[src/rtl/scr_pkg.sv]
package scr_pkg;
  typedef struct packed {
    logic shiftEn;   // capture one bit into the shift register
    logic byteDone;  // this bit completes a byte
    logic clearAll;  // link deselected: drop partial state
  } ctrlStrobe_t;
endpackage

[src/rtl/scr_sync.sv]
module scr_sync #(
  parameter int   STAGES    = 2,
  parameter logic RESET_VAL = 1'b0
) (
  input  logic clk,
  input  logic rstN,
  input  logic d,
  output logic q
);
  logic [STAGES-1:0] chain;

  always_ff @(posedge clk or negedge rstN) begin
    if (!rstN) chain <= {STAGES{RESET_VAL}};
    else       chain <= {chain[STAGES-2:0], d};
  end

  assign q = chain[STAGES-1];
endmodule

[src/rtl/scr_ctrl.sv]
module scr_ctrl
  import scr_pkg::*;
#(
  parameter int SYNC_STAGES = 2,
  parameter int BYTE_W      = 8
) (
  input  logic        clk,
  input  logic        rstN,
  input  logic        csN,
  input  logic        sclk,
  input  logic        sdi,
  input  logic        edgeSel,
  output ctrlStrobe_t strobe,
  output logic        dataBit
);
  localparam int CNT_W = $clog2(BYTE_W);
  localparam logic [CNT_W-1:0] LAST_BIT = CNT_W'(BYTE_W - 1);

  logic csSync, sclkSync, sclkPrev;
  logic riseSeen, fallSeen, sampleEdge, csActive;
  logic [CNT_W-1:0] bitCnt;

  scr_sync #(.STAGES(SYNC_STAGES), .RESET_VAL(1'b1)) uCsSync (
    .clk(clk), .rstN(rstN), .d(csN), .q(csSync));
  scr_sync #(.STAGES(SYNC_STAGES), .RESET_VAL(1'b0)) uClkSync (
    .clk(clk), .rstN(rstN), .d(sclk), .q(sclkSync));
  scr_sync #(.STAGES(SYNC_STAGES), .RESET_VAL(1'b0)) uDatSync (
    .clk(clk), .rstN(rstN), .d(sdi), .q(dataBit));

  always_ff @(posedge clk or negedge rstN) begin
    if (!rstN) sclkPrev <= 1'b0;
    else       sclkPrev <= sclkSync;
  end

  assign riseSeen   = sclkSync & ~sclkPrev;
  assign fallSeen   = ~sclkSync & sclkPrev;
  assign sampleEdge = edgeSel ? fallSeen : riseSeen;
  assign csActive   = ~csSync;

  always_comb begin
    strobe.shiftEn  = csActive & sampleEdge;
    strobe.byteDone = csActive & sampleEdge & (bitCnt == LAST_BIT);
    strobe.clearAll = ~csActive;
  end

  always_ff @(posedge clk or negedge rstN) begin
    if (!rstN)                bitCnt <= '0;
    else if (strobe.clearAll) bitCnt <= '0;
    else if (strobe.shiftEn)  bitCnt <= (bitCnt == LAST_BIT) ? '0 : bitCnt + 1'b1;
  end
endmodule

[src/rtl/scr_datapath.sv]
module scr_datapath
  import scr_pkg::*;
#(
  parameter int                BYTE_W    = 8,
  parameter int                OPCODE_W  = 4,
  parameter logic [OPCODE_W-1:0] DATA_OP_A = 4'h4,
  parameter logic [OPCODE_W-1:0] DATA_OP_B = 4'h7
) (
  input  logic              clk,
  input  logic              rstN,
  input  ctrlStrobe_t       strobe,
  input  logic              dataBit,
  output logic              byteValid,
  output logic [BYTE_W-1:0] byteData,
  output logic              secondByte
);
  logic [BYTE_W-1:0]   shiftReg, nextByte;
  logic [OPCODE_W-1:0] opField;
  logic                opcodeHit, pending;

  assign nextByte  = {shiftReg[BYTE_W-2:0], dataBit};
  assign opField   = nextByte[BYTE_W-1 -: OPCODE_W];
  assign opcodeHit = (opField == DATA_OP_A) || (opField == DATA_OP_B);

  always_ff @(posedge clk or negedge rstN) begin
    if (!rstN) begin
      shiftReg   <= '0;
      byteData   <= '0;
      byteValid  <= 1'b0;
      secondByte <= 1'b0;
      pending    <= 1'b0;
    end else begin
      byteValid  <= strobe.byteDone;
      secondByte <= strobe.byteDone & pending;
      if (strobe.clearAll) begin
        shiftReg <= '0;
        pending  <= 1'b0;
      end else if (strobe.shiftEn) begin
        shiftReg <= nextByte;
        if (strobe.byteDone) begin
          byteData <= nextByte;
          pending  <= pending ? 1'b0 : opcodeHit;
        end
      end
    end
  end
endmodule

[src/rtl/serial_cmd_rx.sv]
module serial_cmd_rx
  import scr_pkg::*;
#(
  parameter int                  SYNC_STAGES = 2,
  parameter int                  BYTE_W      = 8,
  parameter int                  OPCODE_W    = 4,
  parameter logic [OPCODE_W-1:0] DATA_OP_A   = 4'h4,
  parameter logic [OPCODE_W-1:0] DATA_OP_B   = 4'h7
) (
  input  logic              clk,
  input  logic              rstN,
  input  logic              csN,
  input  logic              sclk,
  input  logic              sdi,
  input  logic              edgeSel,
  output logic              byteValid,
  output logic [BYTE_W-1:0] byteData,
  output logic              secondByte
);
  ctrlStrobe_t strobe;
  logic        dataBit;

  scr_ctrl #(.SYNC_STAGES(SYNC_STAGES), .BYTE_W(BYTE_W)) uCtrl (
    .clk(clk), .rstN(rstN), .csN(csN), .sclk(sclk), .sdi(sdi),
    .edgeSel(edgeSel), .strobe(strobe), .dataBit(dataBit));

  scr_datapath #(.BYTE_W(BYTE_W), .OPCODE_W(OPCODE_W),
                 .DATA_OP_A(DATA_OP_A), .DATA_OP_B(DATA_OP_B)) uData (
    .clk(clk), .rstN(rstN), .strobe(strobe), .dataBit(dataBit),
    .byteValid(byteValid), .byteData(byteData), .secondByte(secondByte));
endmodule

[config.mk]
export PLATFORM = sky130hd
export DESIGN_NAME = serial_cmd_rx
export DESIGN_NICKNAME = d
export VERILOG_FILES = /design/src/rtl/scr_pkg.sv /design/src/rtl/scr_sync.sv /design/src/rtl/scr_ctrl.sv /design/src/rtl/scr_datapath.sv /design/src/rtl/serial_cmd_rx.sv
export SDC_FILE = /design/constraint.sdc
export NUM_CORES = 1
export LEC_CHECK = 0
export ABC_AREA = 1
export BUFFER_PORTS_ARGS = -buffer_cell sky130_fd_sc_hd__buf_2
export CAP_MARGIN = 20
export CORE_UTILIZATION = 35
export CTS_BUF_LIST = sky130_fd_sc_hd__clkbuf_16
export DETAILED_ROUTE_END_ITERATION = 12
export GPL_ROUTABILITY_DRIVEN = 0
export GPL_TIMING_DRIVEN = 0
export PLACE_DENSITY = 0.65
export SYNTH_ARGS = -nofsm -noshare
export SYNTH_HDL_FRONTEND = slang
export SYNTH_SLANG_ARGS = --single-unit
[constraint.sdc]
create_clock -name clk -period 2 [get_ports clk]
set_clock_uncertainty 0.2 [all_clocks]
set_input_delay 0 -clock clk [delete_from_list [all_inputs] [get_ports clk]]
set_output_delay 0 -clock clk [all_outputs]
set_load 0.005 [all_outputs]
-- Yosys cells after proc, flatten, opt, wreduce, memory -nomap -nowiden
Cells that the tools add are included.
- $add $sub $neg: 1
- equality and inequality tests: 3
- muxes and demuxes: 10
- bitwise logic cells: 8
- reduce and logical (&&, ||, !) cells: 5
- operator list (kind ; number):
    7-bit 2-to-1 mux ; 2
    3-bit 2-to-1 mux ; 3
    4-bit by 3-bit == test with 1-bit output, second input constant ; 2
    1-bit AND ; 5
    1-bit 2-to-1 mux ; 5
    2-bit nonzero test ; 2
    3-bit by 1-bit adder with 3-bit output, second input constant ; 1
    3-bit == test, second input constant ; 1
    1-bit inverter ; 3
    3-bit AND reduction ; 1
    2-bit AND reduction ; 1
    1-bit logical OR ; 1
- bits in registers: 28
- input port bits: 6
- output and inout port bits: 10

-- Depth between registers and ports, before layout
Gate-level depths: netlist (run 1).
- word-level depth: 8
- gate-level depth with buffers: 8
- mapped depth without buffers: 7

-- Cells and area by module
From an unflattened synthesis (run 1), not the netlist that was laid out.
- cells, all modules: 104
- area total of the unflattened synthesis: 1158.6 um^2
- modules (own cells, without submodules) (module ; instances ; cells each ; area an instance (um^2)):
    scr_datapath ; 1 ; 67 ; 724.4
    scr_ctrl ; 1 ; 31 ; 281.5
    scr_sync (uCtrl.uClkSync ...) ; 2 ; 2 ; 50.0
    scr_sync (uCtrl.uCsSync) ; 1 ; 2 ; 52.6

-- Least setup slack after synthesis (run 1)
OpenSTA, ideal clock, no wires.
- path type: flip-flop to flip-flop
- start: reg uCtrl.bitCnt[0]
- end: reg uData.pending
- arrival time: 1144 ps
- path slack: 540 ps
- stages on the path, launching flop included: 8
- path buffers: 1
- cell sequence: dfrtp_1 > ha_1 > ha_1 > buf_2 > nand3_1 > nand2_1 > nand2_1 > nand2_1
- longest elaborated chain between the ends: 4
- ends and longest elaborated chain (what ; line ; source):
    start, declared ; scr_ctrl.sv:21 ; logic [CNT_W-1:0] bitCnt;
    start signal, assigned ; scr_ctrl.sv:49 ; else if (strobe.shiftEn) bitCnt <= (bitCnt == LAST_BIT) ? '0 : bitCnt + 1'b1;
    3-bit == test ; scr_ctrl.sv:42 ; strobe.byteDone = csActive & sampleEdge & (bitCnt == LAST_BIT);
    1-bit AND ; scr_ctrl.sv:42 ;
    2-bit nonzero test (no line) ; n/a ;
    2-bit AND reduction (no line) ; n/a ;
    end signal, assigned ; scr_datapath.sv:42 ; pending <= pending ? 1'b0 : opcodeHit;
    end, declared ; scr_datapath.sv:19 ; logic opcodeHit, pending;
No other way between the ends.
A chain may end at the register's enable or synchronous reset.

-- Worst setup path after layout (run 1)
Same ends and word-level chain as after synthesis.

==> results of run 1 <==
==> critical path: cells and delay by family, from the launching register on <==
family        cells  cell delay (ns)
fa+ha+maj         2             0.41
flops             1             0.40
simple gates      4             0.26
buf+inv           1             0.20
==> stage by stage <==
stage | hold slack, ns | utilization | area, µm² | cells | total power, W
after floorplan | -0.4956 | - | 1176 | 121 | 0.0006540
after CTS | 0.03336 | 0.4556 | 1425 | 188 | 0.001138
after detailed placement | -0.1527 | 0.4176 | 1306 | 180 | 0.0006818
after global routing | 0.05299 | 0.4556 | 1425 | 188 | 0.001170
after global placement | -0.1594 | 0.4176 | 1306 | 180 | 0.0006774
final | 0.02931 | 0.4556 | 1425 | 188 | 0.001126
==> routing by layer <==
layer  vias up  global-route usage  part of all wire
met5         -                   0                 0
li1        422                   -                 -
met3         5             0.02597             0.029
met2        14              0.2238              0.46
met4         0             0.06977             0.019
met1       391              0.1589              0.50
==> kinds of logic after synthesis <==
group / count (synthesis) / synth area share
AOI/OAI and AO/OA: 6 / 0.04468
xor gates and xnor gates: 1 / 0.007448
adders and majority gates: 2 / 0.02127
buffers and inverters: 17 / 0.07659
DFF: 28 / 0.5979
and+or+nand+nor: 67 / 0.2521
==> final cells by class <==
class                   instances  area (µm²)  share of cell area
plain buffers                   4       38.79             0.02722
clock inverters                 1       3.754            0.002634
multi-input cells              76       382.9              0.2687
inverters                      13       51.30             0.03600
flip-flops and latches         28       703.2              0.4934
well taps                      44       55.05             0.03863
repair buffers                 19       115.1             0.08077
clock buffers                   3       75.07             0.05268
==> cells in the final DEF, fill, tap and decap left out, drive strengths merged <==
cell type / netlist / final
dfstp: 2 / 2
clkbuf: 0 / 3
nand3: 15 / 15
nand2: 39 / 39
buf: 4 / 19
o21ai: 6 / 6
nor2: 12 / 12
dlygate4sd3: 0 / 4
xor2: 1 / 1
dfrtp: 26 / 26
nand4: 1 / 1
inv: 13 / 14
ha: 2 / 2
==> power breakdown <==
part           total [W]  leakage, nW  internal (W)  switching [W]
Sequential      0.000592        0.370      0.000584     0.00000744
Combinational  0.0000831        0.383     0.0000307      0.0000524
Clock           0.000452       0.0423      0.000268       0.000184
Total            0.00113        0.795      0.000883       0.000244
==> worst min path at each step <==
stage                                   end    start  cells past startpoint  slack [ns]
after global placement     uData.secondByte     rstN                      1       -0.16
after global routing        uCtrl.bitCnt[0]  edgeSel                      6        0.05
after floorplan             uCtrl.bitCnt[0]     rstN                      0       -0.50
after detailed placement   uData.secondByte     rstN                      1       -0.15
final                     uData.shiftReg[6]  edgeSel                      6        0.03
after CTS                 uData.shiftReg[6]  edgeSel                      6        0.03
==> registers in the layout, indices dropped and copies added (netlist names) <==
| register | flops |
|---|---|
| uData.byteData | 8 |
| uData.shiftReg | 7 |
| uCtrl.bitCnt | 3 |
| uCtrl.uClkSync.chain | 2 |
| uCtrl.uCsSync.chain | 2 |
| uCtrl.uDatSync.chain | 2 |
| uCtrl.sclkPrev | 1 |
| uData.byteValid | 1 |
| uData.pending | 1 |
| uData.secondByte | 1 |
==> repair_timing <==
item,in CTS,in global routing
gates resized for setup,0,0
hold buffers,4,0
endpoints found under the hold margin,31,0
==> out/results.txt, run 1 <==
Top FF cell, synth: dfrtp_1
outcome: completed
number of global-route vias before repair: 825
Skew-Pair Late Insertion Delay: 0.26 ns
final setup TNS: 0 ns
Routed Antenna Nets: 0
I/O Buffers: 15
HP Class: input pin to flop
Post-DP HPWL: 1316 µm
die height: 59.97 µm
Worst VDD drop: 0.2869 mV
DR pass1 iterations: 3
WL final: 1869 µm
crit-path max FO: 10
synthesized area: 1176 µm²
remaining global-route overflow: 0
die width: 59.97 µm
synth warn: 0
Clock Root Buffer: clkbuf_16
DR WL/cell: 9.941 µm
antenna cell count: 0
largest net degree at the start of global routing: 29
DRT iter0 DRCs: 18
Final Hold Fails: 0
WP data required: 1.96 ns
unrepaired setup endpoints after global routing: false
max-slew violation count: 0
endpoint of the worst register-to-register path: uData.pending
post-synth top area cell: dfrtp_1
Max Root-Sink Buffers: 2
critical-path cell list: ha_1 > ha_1 > buf_2 > nand3_1 > nand2_1 > nand2_1 > nand2_1
Die Area: 3596 µm²
most frequent cell after synthesis: nand2_1
Tot GR Track Use: 0.1327
endpoint class of the critical path: flop
initial core utilization: 0.3760
FFs w/ async S/R, synth: 1.000
P per Cell Area: 790.4 nW/µm²
share of cells above drive strength 1: 0.2569
num rows: 20
period utilization: 0.7855
Gate Count Post-Synth: 121
Pleak: 0.7946 nW
crit path time final: 1.571 ns
clk sinks: 28
setup bufs post-CTS: 0
Max Clk Rate: 636.5 MHz
Mapped Nets: 129
Area growth, synth to finish: 21.17%
Final #Nets: 153
CP Launch Point: uCtrl.bitCnt[0]
CP Class: flop to flop
I/O pins: 16
top cell type's share of synthesized area: 0.5532
detailed-route via count: 832
Worst Tran Pin Value: 0.5980 ns
max-cap violation count: 0
H-tree levels: 1
setup ws final: 0.4289 ns
fill count: 297
Unique masters post-synth: 16
clock-pin slew on the worst setup and hold paths: 0.07 ns
Avg Cell Area, Syn: 9.720 µm²
most frequent cells after synthesis: nand2_1 (35), dfrtp_1 (26), nand3_1 (15), inv_1 (12), nor2_1 (11)
initial antenna violation count: 0
first-pass GRT wire length: 3512 µm
CTS tree: yes
Seq/Total Area, Yosys: 0.5979
Setup crit end: uData.pending
reg2reg start: uCtrl.bitCnt[0]
via/cell ratio: 4.426
CP max stage cell: dfrtp_1
top cells by area, synth: dfrtp_1 (55%), nand2_1 (11%), nand3_1 (6.4%)
slew margin rel.: 0.6013
setup violators final: 0
Synth Register Bits: 28
dpl ws: 0.4339 ns
Arr. time, crit path: 1.53 ns
DRC Markers: 0
Core Region: 3128 µm²
CTS buffer count: 3
Post-synth EDFFs: 0
r2r worst-path depth: 7
r2r setup slk: 0.43 ns
max incr delay on CP: 0.40 ns
CP dominant cell by count: nand2_1
CP Launch Type: flop
(Power assumes the default switching activity.)
==> run 2, diff against run 1 <==
- PLACE_DENSITY: 0.65 -> 0.67
- clock period: 2 -> 1.3 ns (I/O delays scaled with it)
==> run 2 against run 1 <==
The flow now finishes with violations (setup timing). Critical endpoint unchanged. Clock-buffer cell count did not move. Sequential share of layout area fell by 6.2 points. Cell count rose by 8.0%. Flip-flop and latch count did not move. Setup slack got worse by 0.55 ns. Non-clock buffer count rose by 14. Power rose by 61%. Global-route usage rose by 1.9 points. Maximum frequency rose by 10%. First-iteration DRC count rose by 50%.
==> out/results.txt, run 2 (same netlist as run 1, synthesis figures left out) <==
outcome: complete, but fails checks (was completed)
violated checks: setup timing
HP Class: input pin to flop (unchanged)
dpl ws: -0.2074 ns (was 0.4339 ns)
Die Area: 3596 µm² (unchanged)
max-slew violation count: 0 (unchanged)
CTS buffer count: 3 (unchanged)
max-cap violation count: 0 (unchanged)
crit-path max FO: 5 (was 10)
P per Cell Area: 1112 nW/µm² (was 790.4 nW/µm²)
crit path time final: 1.423 ns (was 1.571 ns)
DR pass1 iterations: 4 (was 3)
setup violators final: 20 (was 0)
initial core utilization: 0.3760 (unchanged)
CP Launch Type: flop (unchanged)
Arr. time, crit path: 1.38 ns (was 1.53 ns)
antenna cell count: 0 (unchanged)
clock-pin slew on the worst setup and hold paths: 0.07 ns (about the same)
I/O pins: 16 (unchanged)
Pleak: 0.8758 nW (was 0.7946 nW)
share of cells above drive strength 1: 0.4025 (was 0.2569)
CTS tree: yes (unchanged)
DP Area: 1333 µm² (was 1306 µm²)
clk sinks: 28 (unchanged)
DR WL/cell: 11.97 µm (was 9.941 µm)
Area growth, synth to finish: 38.51% (was 21.17%)
Largest regs: uData.byteData: 8 flops, uData.shiftReg: 7 flops, uCtrl.bitCnt: 3 flops (unchanged)
WP data required: 1.26 ns (was 1.96 ns)
period utilization: 1.094 (was 0.7855)
Worst Tran Pin Value: 0.6153 ns (was 0.5980 ns)
DRT iter0 DRCs: 27 (was 18)
final setup TNS: -1.250 ns (was 0 ns)
slew margin rel.: 0.5898 (was 0.6013)
Final #Nets: 168 (was 153)
first-pass GRT wire length: 3926 µm (was 3512 µm)
number of global-route vias before repair: 848 (was 825)
Routed Antenna Nets: 0 (unchanged)
Clock Root Buffer: clkbuf_16 (unchanged)
Worst VDD drop: 0.5173 mV (was 0.2869 mV)
unrepaired setup endpoints after global routing: true (was false)
DRC Markers: 0 (unchanged)
Skew-Pair Late Insertion Delay: 0.26 ns (about the same)
setup ws final: -0.1226 ns (was 0.4289 ns)
Max Root-Sink Buffers: 2 (unchanged)
initial antenna violation count: 0 (unchanged)
post-route cell area: 1629 µm² (was 1425 µm²)
CP Class: flop to flop (unchanged)
most frequent cells in the layout: nand2_1 (28), dfrtp_1 (26), buf_2 (16), nand3_1 (14), inv_1 (11) (was nand2_1 (35), dfrtp_1 (26), buf_2 (16), nand3_1 (15), inv_1 (13))
most common cell after layout, fill and taps aside: nand2_1 (unchanged)
Max Clk Rate: 702.9 MHz (was 636.5 MHz)
Post-DP HPWL: 1312 µm (was 1316 µm)
Largest register FFs: 8 (unchanged)
die width: 59.97 µm (unchanged)
endpoint class of the critical path: flop (unchanged)
detailed-route via count: 911 (was 832)
Tot GR Track Use: 0.1521 (was 0.1327)
via/cell ratio: 4.488 (was 4.426)
WL final: 2429 µm (was 1869 µm)
die height: 59.97 µm (unchanged)
H-tree levels: 1 (unchanged)
largest net degree at the start of global routing: 29 (unchanged)
most flop-heavy register: uData.byteData (unchanged)
I/O Buffers: 15 (unchanged)
Core Region: 3128 µm² (unchanged)
remaining global-route overflow: 0 (unchanged)
num rows: 20 (unchanged)
Final Hold Slack: 0.03836 ns (was 0.02931 ns)
Final Hold Fails: 0 (unchanged)
fin util: 0.5208 (was 0.4556)
==> run 2: cell count changes in the layout (fill, tap and decap cells not counted), sizes merged <==
cell	delta
clkinv	+1
nand4	+1
buf	+14
inv	-1
==> run 2: area by class of cell <==
cell class | count | area (µm²)
inverters | 13 | 51.30
clock inverters | 1 | 3.754
fillers | 278 | 1499
multi-input cells | 77 | 454.2
clock buffers | 3 | 75.07
flip-flops and latches | 28 | 703.2
repair buffers | 33 | 241.5
plain buffers | 4 | 45.04
well taps | 44 | 55.05
==> run 2: timing repair <==
item,4_1_cts,5_1_grt
gates resized for setup,12,5
hold buffers,4,0
endpoints found under the hold margin,31,0
pin swaps,2,5
cloned,3,1
setup endpoints to repair,19,21
buffers inserted,6,5
==> run 2: routing by layer <==
| layer | routed length (µm) | up-vias | track usage | share of wire |
|---|---|---|---|---|
| met3 | 64 | 5 | 0.03247 | 0.026 |
| met5 | 0 | - | 0 | 0 |
| met1 | 1059 | 431 | 0.1855 | 0.44 |
| met2 | 1262 | 18 | 0.2556 | 0.52 |
| li1 | - | 457 | - | - |
| met4 | 42 | 0 | 0.06977 | 0.017 |
==> run 2: worst paths after layout <==
| path | from | to | slack [ns] | depth (start not counted) |
|---|---|---|---|---|
| worst max-delay path | uCtrl.bitCnt[0] | uData.pending | -0.12 | 7 |
| worst min-delay path | edgeSel | uData.shiftReg[6] | 0.04 | 6 |
| worst max register to register | uCtrl.bitCnt[0] | uData.pending | -0.12 | 7 |
| worst min register to register | uCtrl.uCsSync.chain[0] | uCtrl.uCsSync.chain[1] | 0.16 | 0 |
| max in group asynchronous | rstN | uData.byteData[0] | 0.42 | 2 |
| min in group asynchronous | rstN | uData.pending | 0.08 | 2 |
==> run 2: worst max-delay path, cell delays in order, from the launching register on <==
cell     delay, ns
dfrtp_1       0.40
ha_2          0.20
ha_4          0.18
buf_6         0.13
nand3_2       0.06
nand2_1       0.05
nand2_1       0.05
nand2_1       0.04
==> run 2: through the flow <==
step                      power, W  cells
after global routing      0.001879    203
final                     0.001811    203
after floorplan           0.001008    121
after global placement    0.001045    180
after CTS                 0.001802    197
after detailed placement  0.001052    180
==> run 2: power by group <==
group / leakage [nW] / switching [W] / total, W / internal, W
combinational: 0.468 / 0.000110 / 0.000199 / 0.0000897
sequential: 0.370 / 0.0000122 / 0.000911 / 0.000899
clock: 0.0385 / 0.000288 / 0.000701 / 0.000413
==> run 3, diff against run 2 <==
- CORE_UTILIZATION: 35 -> 49
- PLACE_DENSITY: 0.67 -> 0.84
==> run 3 against run 2 <==
The flow still finishes with violations (setup timing). Setup slack worse by 0.033 ns. Combinational power rose by 17%. Final area rose by 4.9%. Global-route usage grew 9.3 points. Clock-buffer cell count is the same. Maximum frequency is 2.3% lower. Critical path type unchanged.
==> out/results.txt, run 3 (same netlist as run 1, synthesis figures left out) <==
CP Launch Type: flop (unchanged)
first-pass GRT wire length: 4526 µm (was 3926 µm)
Final Hold Fails: 0 (unchanged)
Largest regs: uData.byteData: 8 flops, uData.shiftReg: 7 flops, uCtrl.bitCnt: 3 flops (unchanged)
most flop-heavy register: uData.byteData (unchanged)
H-tree levels: 1 (unchanged)
initial antenna violation count: 0 (unchanged)
Pleak: 0.9086 nW (was 0.8758 nW)
I/O pins: 16 (unchanged)
clock-pin slew on the worst setup and hold paths: 0.06 ns (was 0.07 ns)
endpoint class of the critical path: flop (unchanged)
DRT iter0 DRCs: 44 (was 27)
CP Class: flop to flop (unchanged)
HP Class: input pin to async pin (was input pin to flop)
max-cap violation count: 0 (unchanged)
WL final: 3269 µm (was 2429 µm)
DRC Markers: 0 (unchanged)
outcome: complete, but fails checks (unchanged)
remaining global-route overflow: 0 (unchanged)
crit-path max FO: 4 (was 5)
setup ws final: -0.1561 ns (was -0.1226 ns)
crit path time final: 1.456 ns (was 1.423 ns)
Finished Layout Cells: 184 (was 203)
Skew-Pair Late Insertion Delay: 0.26 ns (about the same)
number of global-route vias before repair: 981 (was 848)
most common cell after layout, fill and taps aside: dfrtp_1 (was nand2_1)
area of the multi-input gates: 530.5 µm² (was 454.2 µm²)
Arr. time, crit path: 1.41 ns (was 1.38 ns)
most frequent cells in the layout: dfrtp_1 (26), nand2_1 (23), buf_2 (16), nand3_1 (12), inv_1 (11) (was nand2_1 (28), dfrtp_1 (26), buf_2 (16), nand3_1 (14), inv_1 (11))
via/cell ratio: 5.533 (was 4.488)
r2r worst-path depth: 7 (unchanged)
num rows: 17 (was 20)
Largest register FFs: 8 (unchanged)
final setup TNS: -1.711 ns (was -1.250 ns)
Tot GR Track Use: 0.2449 (was 0.1521)
share of cells above drive strength 1: 0.4423 (was 0.4025)
DR pass1 iterations: 4 (unchanged)
dpl ws: -0.1967 ns (was -0.2074 ns)
clk sinks: 28 (unchanged)
post-route cell area: 1709 µm² (was 1629 µm²)
Post-DP HPWL: 1342 µm (was 1312 µm)
DR WL/cell: 17.77 µm (was 11.97 µm)
initial core utilization: 0.5266 (was 0.3760)
Worst VDD drop: 1.174 mV (was 0.5173 mV)
detailed-route via count: 1018 (was 911)
largest net degree at the start of global routing: 29 (unchanged)
I/O Buffers: 15 (unchanged)
Routed Antenna Nets: 0 (unchanged)
Area growth, synth to finish: 45.32% (was 38.51%)
Max Clk Rate: 686.8 MHz (was 702.9 MHz)
Worst Tran Pin Value: 0.6060 ns (was 0.6153 ns)
CTS buffer count: 3 (unchanged)
period utilization: 1.120 (was 1.094)
fill count: 138 (was 278)
violated checks: setup timing (unchanged)
die width: 50.99 µm (was 59.97 µm)
Final #Nets: 165 (was 168)
setup violators final: 21 (was 20)
antenna cell count: 0 (unchanged)
max-slew violation count: 0 (unchanged)
Core Region: 2233 µm² (was 3128 µm²)
DP Area: 1313 µm² (was 1333 µm²)
P per Cell Area: 1203 nW/µm² (was 1112 nW/µm²)
placed insts: 164 (was 180)
CTS tree: yes (unchanged)
FF+latch area: 703.2 µm² (unchanged)
slew margin rel.: 0.5960 (was 0.5898)
Power Total: 0.002055 W (was 0.001811 W)
Max Root-Sink Buffers: 2 (unchanged)
unrepaired setup endpoints after global routing: true (unchanged)
Clock Root Buffer: clkbuf_16 (unchanged)
WP data required: 1.25 ns (was 1.26 ns)
die height: 50.99 µm (was 59.97 µm)
Die Area: 2600 µm² (was 3596 µm²)
-- run 3: changes by cell type in the layout (fill, tap and decap cells not counted), moves of 2 or more --
cell / delta
nand2_4: +6
nand3_1: -2
buf_4: -3
nand2_1: -5
nand2_2: -2
-- run 3: stage by stage --
step	utilization	hold slack (ns)
floorplan	-	-0.4956
global placement	0.5877	-0.1612
detailed placement	0.5877	-0.1493
CTS	0.7389	0.1040
global route	0.7653	0.1360
finish	0.7653	0.07567
-- run 3: critical path: stages (launching register included) --
cell	delay (ns)
dfrtp_1	0.41
ha_4	0.18
ha_4	0.17
buf_6	0.13
nand3_4	0.06
nand2_2	0.06
nand2_2	0.07
nand2_2	0.05
-- run 3: path summary, 6_finish.rpt --
kind                       slack, ns                    start                       to
max                            -0.16          uCtrl.bitCnt[1]            uData.pending
min                             0.08                     rstN  uCtrl.uClkSync.chain[0]
max reg2reg                    -0.16          uCtrl.bitCnt[1]            uData.pending
min reg2reg                     0.15  uCtrl.uDatSync.chain[0]  uCtrl.uDatSync.chain[1]
max in group asynchronous       0.42                     rstN        uData.shiftReg[6]
min in group clk                0.15  uCtrl.uDatSync.chain[0]  uCtrl.uDatSync.chain[1]
-- run 3: final cells by class --
type | count | share of cell area
multi-input cells | 76 | 0.3104
plain buffers | 3 | 0.01977
clock buffers | 3 | 0.04392
repair buffers | 32 | 0.1464
clock inverters | 1 | 0.01757
well taps | 28 | 0.02050
flip-flops and latches | 28 | 0.4114
inverters | 13 | 0.03001
-- run 3: per-layer routing --
metal	GRT usage	vias up	part of all wire
met1	0.2938	504	0.40
li1	-	445	-
met3	0.05357	14	0.049
met2	0.4013	55	0.51
met4	0.1435	0	0.043
met5	0	-	0
-- run 3: repair_timing --
item | 4_1_cts | 5_1_grt
cloned | 3 | 0
gates resized for setup | 19 | 21
hold buffers | 4 | 0
setup buffers | 10 | 1
endpoints found under the setup margin | 19 | 21
hold endpoints to repair | 31 | 0
pin swaps | 6 | 9
-- run 3: power by group --
part | internal, W | leakage (nW) | switching [W]
logic | 0.000101 | 0.488 | 0.000132
clock network | 0.000613 | 0.0511 | 0.000294
registers | 0.000899 | 0.370 | 0.0000162
total | 0.00161 | 0.909 | 0.000442
